==> config.mk <==
export PLATFORM = sky130hd
export DESIGN_NAME = alu_bitslice
export DESIGN_NICKNAME = d
export VERILOG_FILES = /design/src/rtl/alu_pkg.sv /design/src/rtl/alu_carry_chain.sv /design/src/rtl/alu_slice.sv /design/src/rtl/alu_flags.sv /design/src/rtl/alu_bitslice.sv
export SDC_FILE = /design/constraint.sdc
export NUM_CORES = 1
export LEC_CHECK = 0
export BUFFER_PORTS_ARGS = -buffer_cell sky130_fd_sc_hd__buf_4
export CORE_UTILIZATION = 45
export DETAILED_ROUTE_END_ITERATION = 16
export PLACE_DENSITY = 0.71
export SLEW_MARGIN = 0
export SYNTH_ARGS = -nofsm -noshare
export SYNTH_HDL_FRONTEND = slang
export SYNTH_SLANG_ARGS = --single-unit
==> constraint.sdc <==
create_clock -name vclk -period 28.5
set_input_delay 5.7 -clock vclk [all_inputs]
set_output_delay 5.7 -clock vclk [all_outputs]
set_load 0.02 [all_outputs]
==> src/rtl/alu_pkg.sv <==
package alu_pkg;
  localparam int unsigned OP_W = 4;

  typedef enum logic [1:0] {
    SEL_AND  = 2'b00,
    SEL_OR   = 2'b01,
    SEL_SUM  = 2'b10,
    SEL_LESS = 2'b11
  } sel_e;

  typedef struct packed {
    logic a_inv;
    logic b_neg;
    sel_e sel;
  } ctrl_t;
endpackage

==> src/rtl/alu_carry_chain.sv <==
module alu_carry_chain #(
  parameter int unsigned W = 32
) (
  input  logic [W-1:0] a_i,
  input  logic [W-1:0] b_i,
  input  logic         a_inv_i,
  input  logic         b_neg_i,
  output logic [W:0]   carry_o
);
  logic [W-1:0] a_e;
  logic [W-1:0] b_e;
  logic [W:0]   wide_sum;

  assign a_e = a_i ^ {W{a_inv_i}};
  assign b_e = b_i ^ {W{b_neg_i}};

  // Ripple: bit 0 carry-in follows the B negate control.
  always_comb begin
    carry_o[0] = b_neg_i;
    for (int i = 0; i < int'(W); i++) begin
      carry_o[i+1] = (a_e[i] & b_e[i]) | ((a_e[i] | b_e[i]) & carry_o[i]);
    end
  end

  assign wide_sum = {1'b0, a_i} + {1'b0, b_i};

  always_comb begin
    if (!a_inv_i && !b_neg_i) begin
      p_carry_out_r3: assert (carry_o[W] == wide_sum[W])
        else $error("carry out disagrees with wide add");
    end
  end
endmodule

==> src/rtl/alu_slice.sv <==
module alu_slice
  import alu_pkg::*;
(
  input  logic a_i,
  input  logic b_i,
  input  logic a_inv_i,
  input  logic b_neg_i,
  input  sel_e sel_i,
  input  logic carry_i,
  input  logic less_i,
  output logic sum_o,
  output logic res_o
);
  logic a_e;
  logic b_e;

  assign a_e   = a_i ^ a_inv_i;
  assign b_e   = b_i ^ b_neg_i;
  assign sum_o = a_e ^ b_e ^ carry_i;

  always_comb begin
    unique case (sel_i)
      SEL_AND:  res_o = a_e & b_e;
      SEL_OR:   res_o = a_e | b_e;
      SEL_SUM:  res_o = sum_o;
      SEL_LESS: res_o = less_i;
      default:  res_o = 1'b0;
    endcase
  end
endmodule

==> src/rtl/alu_flags.sv <==
module alu_flags
  import alu_pkg::*;
#(
  parameter int unsigned W = 32
) (
  input  logic [W-1:0] res_i,
  input  logic         c_into_msb_i,
  input  logic         c_out_msb_i,
  input  sel_e         sel_i,
  output logic         zero_o,
  output logic         ovf_o
);
  assign zero_o = ~(|res_i);
  assign ovf_o  = (sel_i == SEL_SUM) & (c_into_msb_i ^ c_out_msb_i);
endmodule

==> src/rtl/alu_bitslice.sv <==
module alu_bitslice
  import alu_pkg::*;
#(
  parameter int unsigned W = 32
) (
  input  logic [W-1:0]    a_i,
  input  logic [W-1:0]    b_i,
  input  logic [OP_W-1:0] op_i,
  output logic [W-1:0]    res_o,
  output logic            zero_o,
  output logic            ovf_o
);
  localparam int unsigned MSB = W - 1;

  ctrl_t        ctrl;
  logic [W:0]   carry_w;
  logic [W-1:0] sum_w;
  logic [W-1:0] res_w;
  logic         set_w;

  assign ctrl = ctrl_t'(op_i);

  alu_carry_chain #(.W(W)) u_chain (
    .a_i     (a_i),
    .b_i     (b_i),
    .a_inv_i (ctrl.a_inv),
    .b_neg_i (ctrl.b_neg),
    .carry_o (carry_w)
  );

  // Sign of the MSB sum feeds back to the less input of bit 0.
  assign set_w = sum_w[MSB];

  for (genvar i = 0; i < int'(W); i++) begin : g_slice
    logic less_w;
    if (i == 0) begin : g_lsb
      assign less_w = set_w;
    end else begin : g_rest
      assign less_w = 1'b0;
    end

    alu_slice u_slice (
      .a_i     (a_i[i]),
      .b_i     (b_i[i]),
      .a_inv_i (ctrl.a_inv),
      .b_neg_i (ctrl.b_neg),
      .sel_i   (ctrl.sel),
      .carry_i (carry_w[i]),
      .less_i  (less_w),
      .sum_o   (sum_w[i]),
      .res_o   (res_w[i])
    );
  end

  alu_flags #(.W(W)) u_flags (
    .res_i        (res_w),
    .c_into_msb_i (carry_w[MSB]),
    .c_out_msb_i  (carry_w[W]),
    .sel_i        (ctrl.sel),
    .zero_o       (zero_o),
    .ovf_o        (ovf_o)
  );

  assign res_o = res_w;

  always_comb begin
    if (op_i == 4'b0010) begin
      p_add_r3: assert (res_o == a_i + b_i) else $error("add mismatch");
      p_add_ovf_r8: assert (ovf_o == ((a_i[MSB] == b_i[MSB]) && (res_o[MSB] != a_i[MSB])))
        else $error("add overflow mismatch");
    end
    if (op_i == 4'b0110) begin
      p_sub_r4: assert (res_o == a_i - b_i) else $error("sub mismatch");
    end
    if (op_i == 4'b1100) begin
      p_nor_r5: assert (res_o == ~(a_i | b_i)) else $error("nor mismatch");
    end
    if (ctrl.sel == SEL_LESS) begin
      p_less_upper_r6: assert ((res_o >> 1) == '0) else $error("less upper bits set");
    end
    if (ctrl.sel != SEL_SUM) begin
      p_no_overflow_r9: assert (!ovf_o) else $error("overflow off adder path");
    end
    p_zero_r7: assert (zero_o == (res_o == '0)) else $error("zero flag mismatch");
  end
endmodule

==> qor.txt, run 1 <==
CP startpoint kind: primary input
Sequential cell count: 0
DIE WIDTH: 88.2 um
Synthesized area: 3350 sq um
Final core occ: 53.9%
DR DRC count: 0
Layout area overhead: 16.3%
Postcts setup bufs: 0
Worst endpoint required time: 22.80 ns
Worst Hold Class: primary input to output pin
Leak Pwr: 2.19 nW
Crit. End Element: output pin
Syn nets: 558
Slowest cell on crit path: mux4_2
Rows: 31
Slew @ Worst Pin: 1.11 ns
Critical path class: primary input to output pin
Number of failing hold endpoints at the final stage: 0
Final ANT Viol Nets: 0
PortBufs: 102
Period utilisation layout: 89.5%
Grt ovf: 0
Detailed-route via count: 2601
Slew margin rel.: 26.2%
Final Max Tran Viols: 0
Outcome: complete, no violations
Starting DRT DRC Count: 67
DRT Pass-1 Iters: 4
Hold_sp: op_i[1]
WP data arrival: 19.82 ns
Vias in the first global route: 2680
PD cells: 25.6 nW/um^2
Dpl hpwl: 6.04 mm
Slowest Stage Delay on Critical Path: 0.50 ns
Routed WL per cell: 13.4 um
Place WS: 3.00 ns
Initial antenna violation count: 0
F_max: 0.0392 GHz
DRT Wirelength: 7.30 mm
Number of vias per cell: 4.77
Post-synthesis average cell area: 8.47 sq um
Hold_buf cts: 0
Clkbuf count: 0
Post-synthesis sequential area ratio: 0%
Core region area: 7210 sq um
Synth warn: 0
Final setup vio count: 0
Most frequent cells in the layout: buf_4 (102), inv_1 (98), ha_1 (64)
# diodes: 0
Top Ports: 102
Die area: 7790 sq um
Ratio of cells with drive above 1 in the final layout: 23.3%
Routability cong.: 0.815
Peak supply drop: 14.6 uV
Post_cts resized: 0
Hold Crit Depth: 3
Max FO, Critical Path: 32
Slack of the critical path: 2.98 ns
Pin count of the biggest net entering global routing: 36
Sequential standard cell area: 0 sq um
First-pass GRT wire length: 11.8 mm
Non-filler cells, final: 545
WHS Endpoint: res_o[6]
Synthesized instance count: 395
Final net count: 611
Synth cell types: 20
Commonest non-fill, non-tap cell in the layout: buf_4
Critical Path Most Common Cell: fa_1
Placed cell count: 545
Max cap viols: 0
Die height: 88.2 um
RSZ-0062 raised after global routing: false
GR Util All Layers: 18.9%
Post-layout min period: 25.52 ns
Setup TNS: 0 ns
Initial Utilization: 46.4%
## worst max path at each step
stage,start,end,slack (ns),cells after the start
after detailed placement,op_i[3],zero_o,3.00,44
after global placement,op_i[3],zero_o,3.26,44
after CTS,op_i[3],zero_o,2.98,44
final,op_i[3],zero_o,2.98,44
after floorplan,op_i[3],zero_o,3.93,41
after global routing,op_i[3],zero_o,2.48,44
## critical path: cells and delay by family
kind                       cells  cell delay (ns)
adders and majority gates     31            11.68
buffers and inverters          6             0.91
and+or+nand+nor                4             0.66
muxes                          1             0.50
xor gates and xnor gates       1             0.24
AOI/OAI and AO/OA              1             0.10
## per-stage QoR
stage,hold WS [ns],area (sq um),power [mW]
after floorplan,11.80,3350,0.0772
after global routing,12.07,3890,0.113
after CTS,12.01,3890,0.101
after detailed placement,12.01,3890,0.100
final,12.02,3890,0.0997
after global placement,12.01,3890,0.0965
## final cells by class
type	instances	area, sq um
tap	99	124
fill	714	3320
inverter	98	368
timing repair buffer	102	766
multi-input combinational	246	2630
## Yosys cell counts (3+ instances only)
library cell	instances	share of area, %
mux2i_1	30	9.0
fa_1	31	19
ha_1	64	24
xnor2_1	6	1.6
buf_2	12	1.8
nand2_1	8	0.90
clkbuf_1	3	0.34
o21ai_0	6	0.90
inv_1	98	11
xor2_1	60	16
nor4_1	8	1.5
buf_4	35	7.9
o22ai_1	27	5.0
## cell families after synthesis
| logic type | Yosys count | share of synthesized area, % |
|---|---|---|
| muxes | 31 | 9.64 |
| adders and majority gates | 95 | 42.5 |
| AOI/OAI and AO/OA | 33 | 5.94 |
| xor gates and xnor gates | 66 | 17.3 |
| and+or+nand+nor | 21 | 3.36 |
| buffers and inverters | 149 | 21.3 |
## where the power goes
group	internal [mW]	switching [mW]
clock network	0	0
registers	0	0
logic	0.0426	0.0571
## metal layers
layer / wire length (um) / share of wire, % / track usage (%) / vias to the layer above
met4: 19 / 0.26 / 0.440 / 0
met1: 3110 / 43 / 24.2 / 1257
li1: - / - / - / 1258
met5: 0 / 0 / 0 / -
met3: 374 / 5.1 / 0.653 / 2
met2: 3800 / 52 / 37.1 / 84
(Power assumes the default switching activity.)
==> run 2: changes to the inputs <==
--- a/config.mk
+++ b/config.mk
@@ -6,9 +6,11 @@
 export NUM_CORES = 1
 export LEC_CHECK = 0
 export BUFFER_PORTS_ARGS = -buffer_cell sky130_fd_sc_hd__buf_4
+export CORE_ASPECT_RATIO = 0.75
 export CORE_UTILIZATION = 45
 export DETAILED_ROUTE_END_ITERATION = 16
 export PLACE_DENSITY = 0.71
+export REMOVE_ABC_BUFFERS = 1
 export SLEW_MARGIN = 0
 export SYNTH_ARGS = -nofsm -noshare
 export SYNTH_HDL_FRONTEND = slang
==> run 2 against run 1 <==
Sequential cell count is the same. Critical path depth is the same. Global-route usage shrank 0.26 points. Sequential share of layout area is the same. Routed wire length shrank 1.5%. Cell count shrank 0.18%. Via count shrank 3.1%. Critical endpoint unchanged. Largest power group unchanged.
==> qor.txt, run 2 (synthesized netlist as in run 1, its figures left out) <==
Critical Path Most Common Cell: fa_1
Comb pwr share: 100.0%
Commonest non-fill, non-tap cell in the layout: buf_4
# diodes: 0
PortBufs: 102
Placed cell count: 544
Slew @ Worst Pin: 1.18 ns
PD cells: 25.9 nW/um^2
RSZ-0062 raised after global routing: false
Worst endpoint required time: 22.80 ns
Routability cong.: 0.797
Die height: 76.7 um
Starting DRT DRC Count: 43
Routed WL per cell: 13.2 um
Initial antenna violation count: 0
Most frequent cells in the layout: buf_4 (102), inv_1 (98), ha_1 (64)
Pin count of the biggest net entering global routing: 36
Clkbuf count: 0
DRT Pass-1 Iters: 4
Critical path class: primary input to output pin
DRT Wirelength: 7.19 mm
Number of vias per cell: 4.63
Crit. End Element: output pin
GR Util All Layers: 18.6%
Initial Utilization: 47.9%
Peak supply drop: 12.0 uV
Ratio of cells with drive above 1 in the final layout: 23.3%
DIE WIDTH: 102 um
Vias in the first global route: 2632
Outcome: complete, no violations
DR DRC count: 0
Period utilisation layout: 89.9%
Top Ports: 102
Sequential Power Share: 0%
Post_cts resized: 0
Layout area overhead: 16.2%
Final core occ: 55.6%
Final Max Tran Viols: 0
Grt ovf: 0
Number of failing hold endpoints at the final stage: 0
Rows: 26
Switch share: 57.2%
Slowest cell on crit path: mux4_2
Core region area: 6990 sq um
Final ANT Viol Nets: 0
Tot Pwr: 0.101 mW
Postcts setup bufs: 0
Non-filler cells, final: 544
Sequential cell count: 0
Slowest Stage Delay on Critical Path: 0.51 ns
Final setup vio count: 0
Die area: 7790 sq um
Hold_buf cts: 0
Max FO, Critical Path: 32
Sequential standard cell area: 0 sq um
F_max: 0.0390 GHz
Worst Hold Class: primary input to output pin
Slew margin rel.: 21.0%
Clock share of power: 0%
Post-layout min period: 25.63 ns
Switching power: 0.0577 mW
CP startpoint kind: primary input
Setup TNS: 0 ns
Dpl hpwl: 5.88 mm
First-pass GRT wire length: 12.0 mm
Pint: 0.0431 mW
Leak Pwr: 2.19 nW
Max cap viols: 0
WP data arrival: 19.93 ns
Detailed-route via count: 2521
Final net count: 611
## run 2: cell counts in the layout (fill, tap and decap cells not counted)
Identical to the previous run, type by type.
## run 2: worst paths after layout
| kind | start | end | slack, ns | cells past startpoint |
|---|---|---|---|---|
| worst max-delay path | op_i[3] | zero_o | 2.87 | 44 |
| worst min-delay path | op_i[1] | res_o[10] | 12.02 | 3 |
## run 2: final cells by class
class,count,area [sq um]
well taps,98,123
multi-input cells,246,2630
inverters,98,368
fillers,620,3100
repair buffers,102,766
## run 2: metal layers
| metal | wire [um] | global-route usage [%] | vias to the layer above | share of wire [%] |
|---|---|---|---|---|
| met2 | 3440 | 32.8 | 75 | 48 |
| met1 | 3330 | 25.8 | 1184 | 46 |
| met3 | 369 | 1.28 | 6 | 5.1 |
| met5 | 0 | 0 | - | 0 |
| met4 | 57 | 1.45 | 0 | 0.79 |
| li1 | - | - | 1256 | - |
## run 2: power groups by stage
stage	Clock (mW)	Combinational [mW]	Sequential, mW
finish	0	0.101	0
global route	0	0.113	0
CTS	0	0.102	0
detailed placement	0	0.101	0
global placement	0	0.0973	0
floorplan	0	0.0618	0
## run 2: stage by stage
stage	instance area, sq um	setup slack (ns)	hold slack (ns)
final	3890	2.87	12.02
after global routing	3890	2.22	12.06
after CTS	3890	2.84	12.02
after detailed placement	3890	2.89	12.02
after global placement	3890	3.21	12.03
after floorplan	3000	4.13	11.54
## run 2: worst max-delay path, delay by kind of cell
kind	cells	cell delay [ns]
AO/OA/AOI/OAI	1	0.10
XOR/XNOR	1	0.27
adder cells (fa/ha/maj)	31	11.72
buffers and inverters	6	0.91
multiplexers	1	0.51
AND/OR/NAND/NOR	4	0.66
==> run 3: changes to the inputs <==
--- a/config.mk
+++ b/config.mk
@@ -10,6 +10,7 @@
 export CORE_UTILIZATION = 45
 export DETAILED_ROUTE_END_ITERATION = 16
 export PLACE_DENSITY = 0.71
+export RECOVER_POWER = 100
 export REMOVE_ABC_BUFFERS = 1
 export SLEW_MARGIN = 0
 export SYNTH_ARGS = -nofsm -noshare
==> run 3 against run 2 <==
Global-route usage stayed put. Power is 6.7% lower. Utilization is 1.8 points lower. Combinational power is 7% lower. Largest cell class unchanged. Routed wire length is 0.21% higher. Critical path type unchanged. Via count is 0.28% lower. Final area is 3.2% lower. Critical path depth stayed put. Cell count stayed put. Maximum frequency is 0.17% lower. Sequential cell count stayed put. Hold slack better by 0.040 ns.
==> qor.txt, run 3 (synthesized netlist as in run 1, its figures left out) <==
DRT Pass-1 Iters: 4
Rows: 26
Sequential standard cell area: 0 sq um
Non-filler cells, final: 544
Pint: 0.0365 mW
Critical Path Most Common Cell: fa_1
Die height: 76.7 um
Most frequent cells in the layout: inv_1 (98), buf_4 (70), ha_1 (64)
Max FO, Critical Path: 32
Leak Pwr: 2.06 nW
# diodes: 0
Initial Utilization: 47.9%
Grt ovf: 0
Core region area: 6990 sq um
Tot Pwr: 0.0940 mW
Top Layer Used: met4
Critical path class: primary input to output pin
Final setup vio count: 0
DRT Wirelength: 7.21 mm
RSZ-0062 raised after global routing: false
Outcome: complete, no violations
Sequential cell count: 0
DR DRC count: 0
Clkbuf count: 0
Initial antenna violation count: 0
Number of vias per cell: 4.62
Post-layout min period: 25.68 ns
Starting DRT DRC Count: 45
F_max: 0.0389 GHz
Met2 Routed Length: 3.45 mm
Place WS: 2.89 ns
Postcts setup bufs: 0
Slack of the critical path: 2.82 ns
Slew @ Worst Pin: 1.15 ns
DIE WIDTH: 102 um
Worst endpoint required time: 22.80 ns
Die area: 7790 sq um
Pin count of the biggest net entering global routing: 36
Post_cts resized: 0
Final ANT Viol Nets: 0
Final net count: 611
Top Ports: 102
Slowest Stage Delay on Critical Path: 0.51 ns
Worst Hold Class: primary input to output pin
Max cap viols: 0
Sequential Power Share: 0%
Vias in the first global route: 2632
Routability cong.: 0.797
WP data arrival: 19.98 ns
Clock share of power: 0%
Dpl hpwl: 5.88 mm
Peak supply drop: 11.8 uV
Slowest cell on crit path: mux4_2
Slew margin rel.: 23.1%
Final Max Tran Viols: 0
Routed WL per cell: 13.3 um
Ratio of cells with drive above 1 in the final layout: 15.9%
Layout area overhead: 12.5%
DRT met1 WL: 3.34 mm
Number of failing hold endpoints at the final stage: 0
Metal3 WL: 355 um
PD cells: 25.0 nW/um^2
Period utilisation layout: 90.1%
GR Util All Layers: 18.6%
Crit. End Element: output pin
PortBufs: 102
Comb pwr share: 100.0%
Hold_buf cts: 0
Switching power: 0.0575 mW
Detailed-route via count: 2514
Switch share: 61.2%
CP startpoint kind: primary input
Placed cell count: 544
Setup TNS: 0 ns
First-pass GRT wire length: 12.0 mm
Commonest non-fill, non-tap cell in the layout: inv_1
## run 3: cell count changes in the layout (fill, tap and decap cells not counted)
cell / before / now
buf_4: 102 / 70
nor3_1: 0 / 1
clkbuf_1: 0 / 32
nor3_2: 1 / 0
## run 3: critical path, delay by kind of cell
kind	cells	cell delay, ns
muxes	1	0.51
buffers and inverters	6	0.94
adders and majority gates	31	11.70
AOI/OAI and AO/OA	1	0.10
xor gates and xnor gates	1	0.27
and+or+nand+nor	4	0.70
## run 3: power groups by stage
stage	clock network (mW)	logic [mW]	registers, mW
floorplan	0	0.0618	0
global placement	0	0.0973	0
CTS	0	0.102	0
finish	0	0.0940	0
detailed placement	0	0.101	0
global route	0	0.106	0
## run 3: final cells by class
type | count | area (sq um)
Multi-Input combinational cell | 246 | 2630
Timing Repair Buffer | 102 | 646
Tap cell | 98 | 123
Fill cell | 664 | 3230
Inverter | 98 | 368
## run 3: routing by layer
layer | GRT usage [%] | up-vias
li1 | - | 1258
met1 | 25.8 | 1185
met2 | 32.8 | 65
met3 | 1.28 | 6
met4 | 1.45 | 0
met5 | 0 | -
## run 3: worst paths after layout
check | startpoint | end | slack (ns) | depth (start not counted)
setup / recovery | op_i[3] | zero_o | 2.82 | 44
hold / removal | op_i[1] | res_o[10] | 12.06 | 3
## run 3: per-stage QoR
step                      hold WS, ns  util (%)  instance area, sq um
after global placement          12.03      55.6                  3890
after global routing            12.11      53.8                  3760
after floorplan                 11.54         -                  3000
after detailed placement        12.02      55.6                  3890
after CTS                       12.02      55.6                  3890
final                           12.06      53.8                  3760
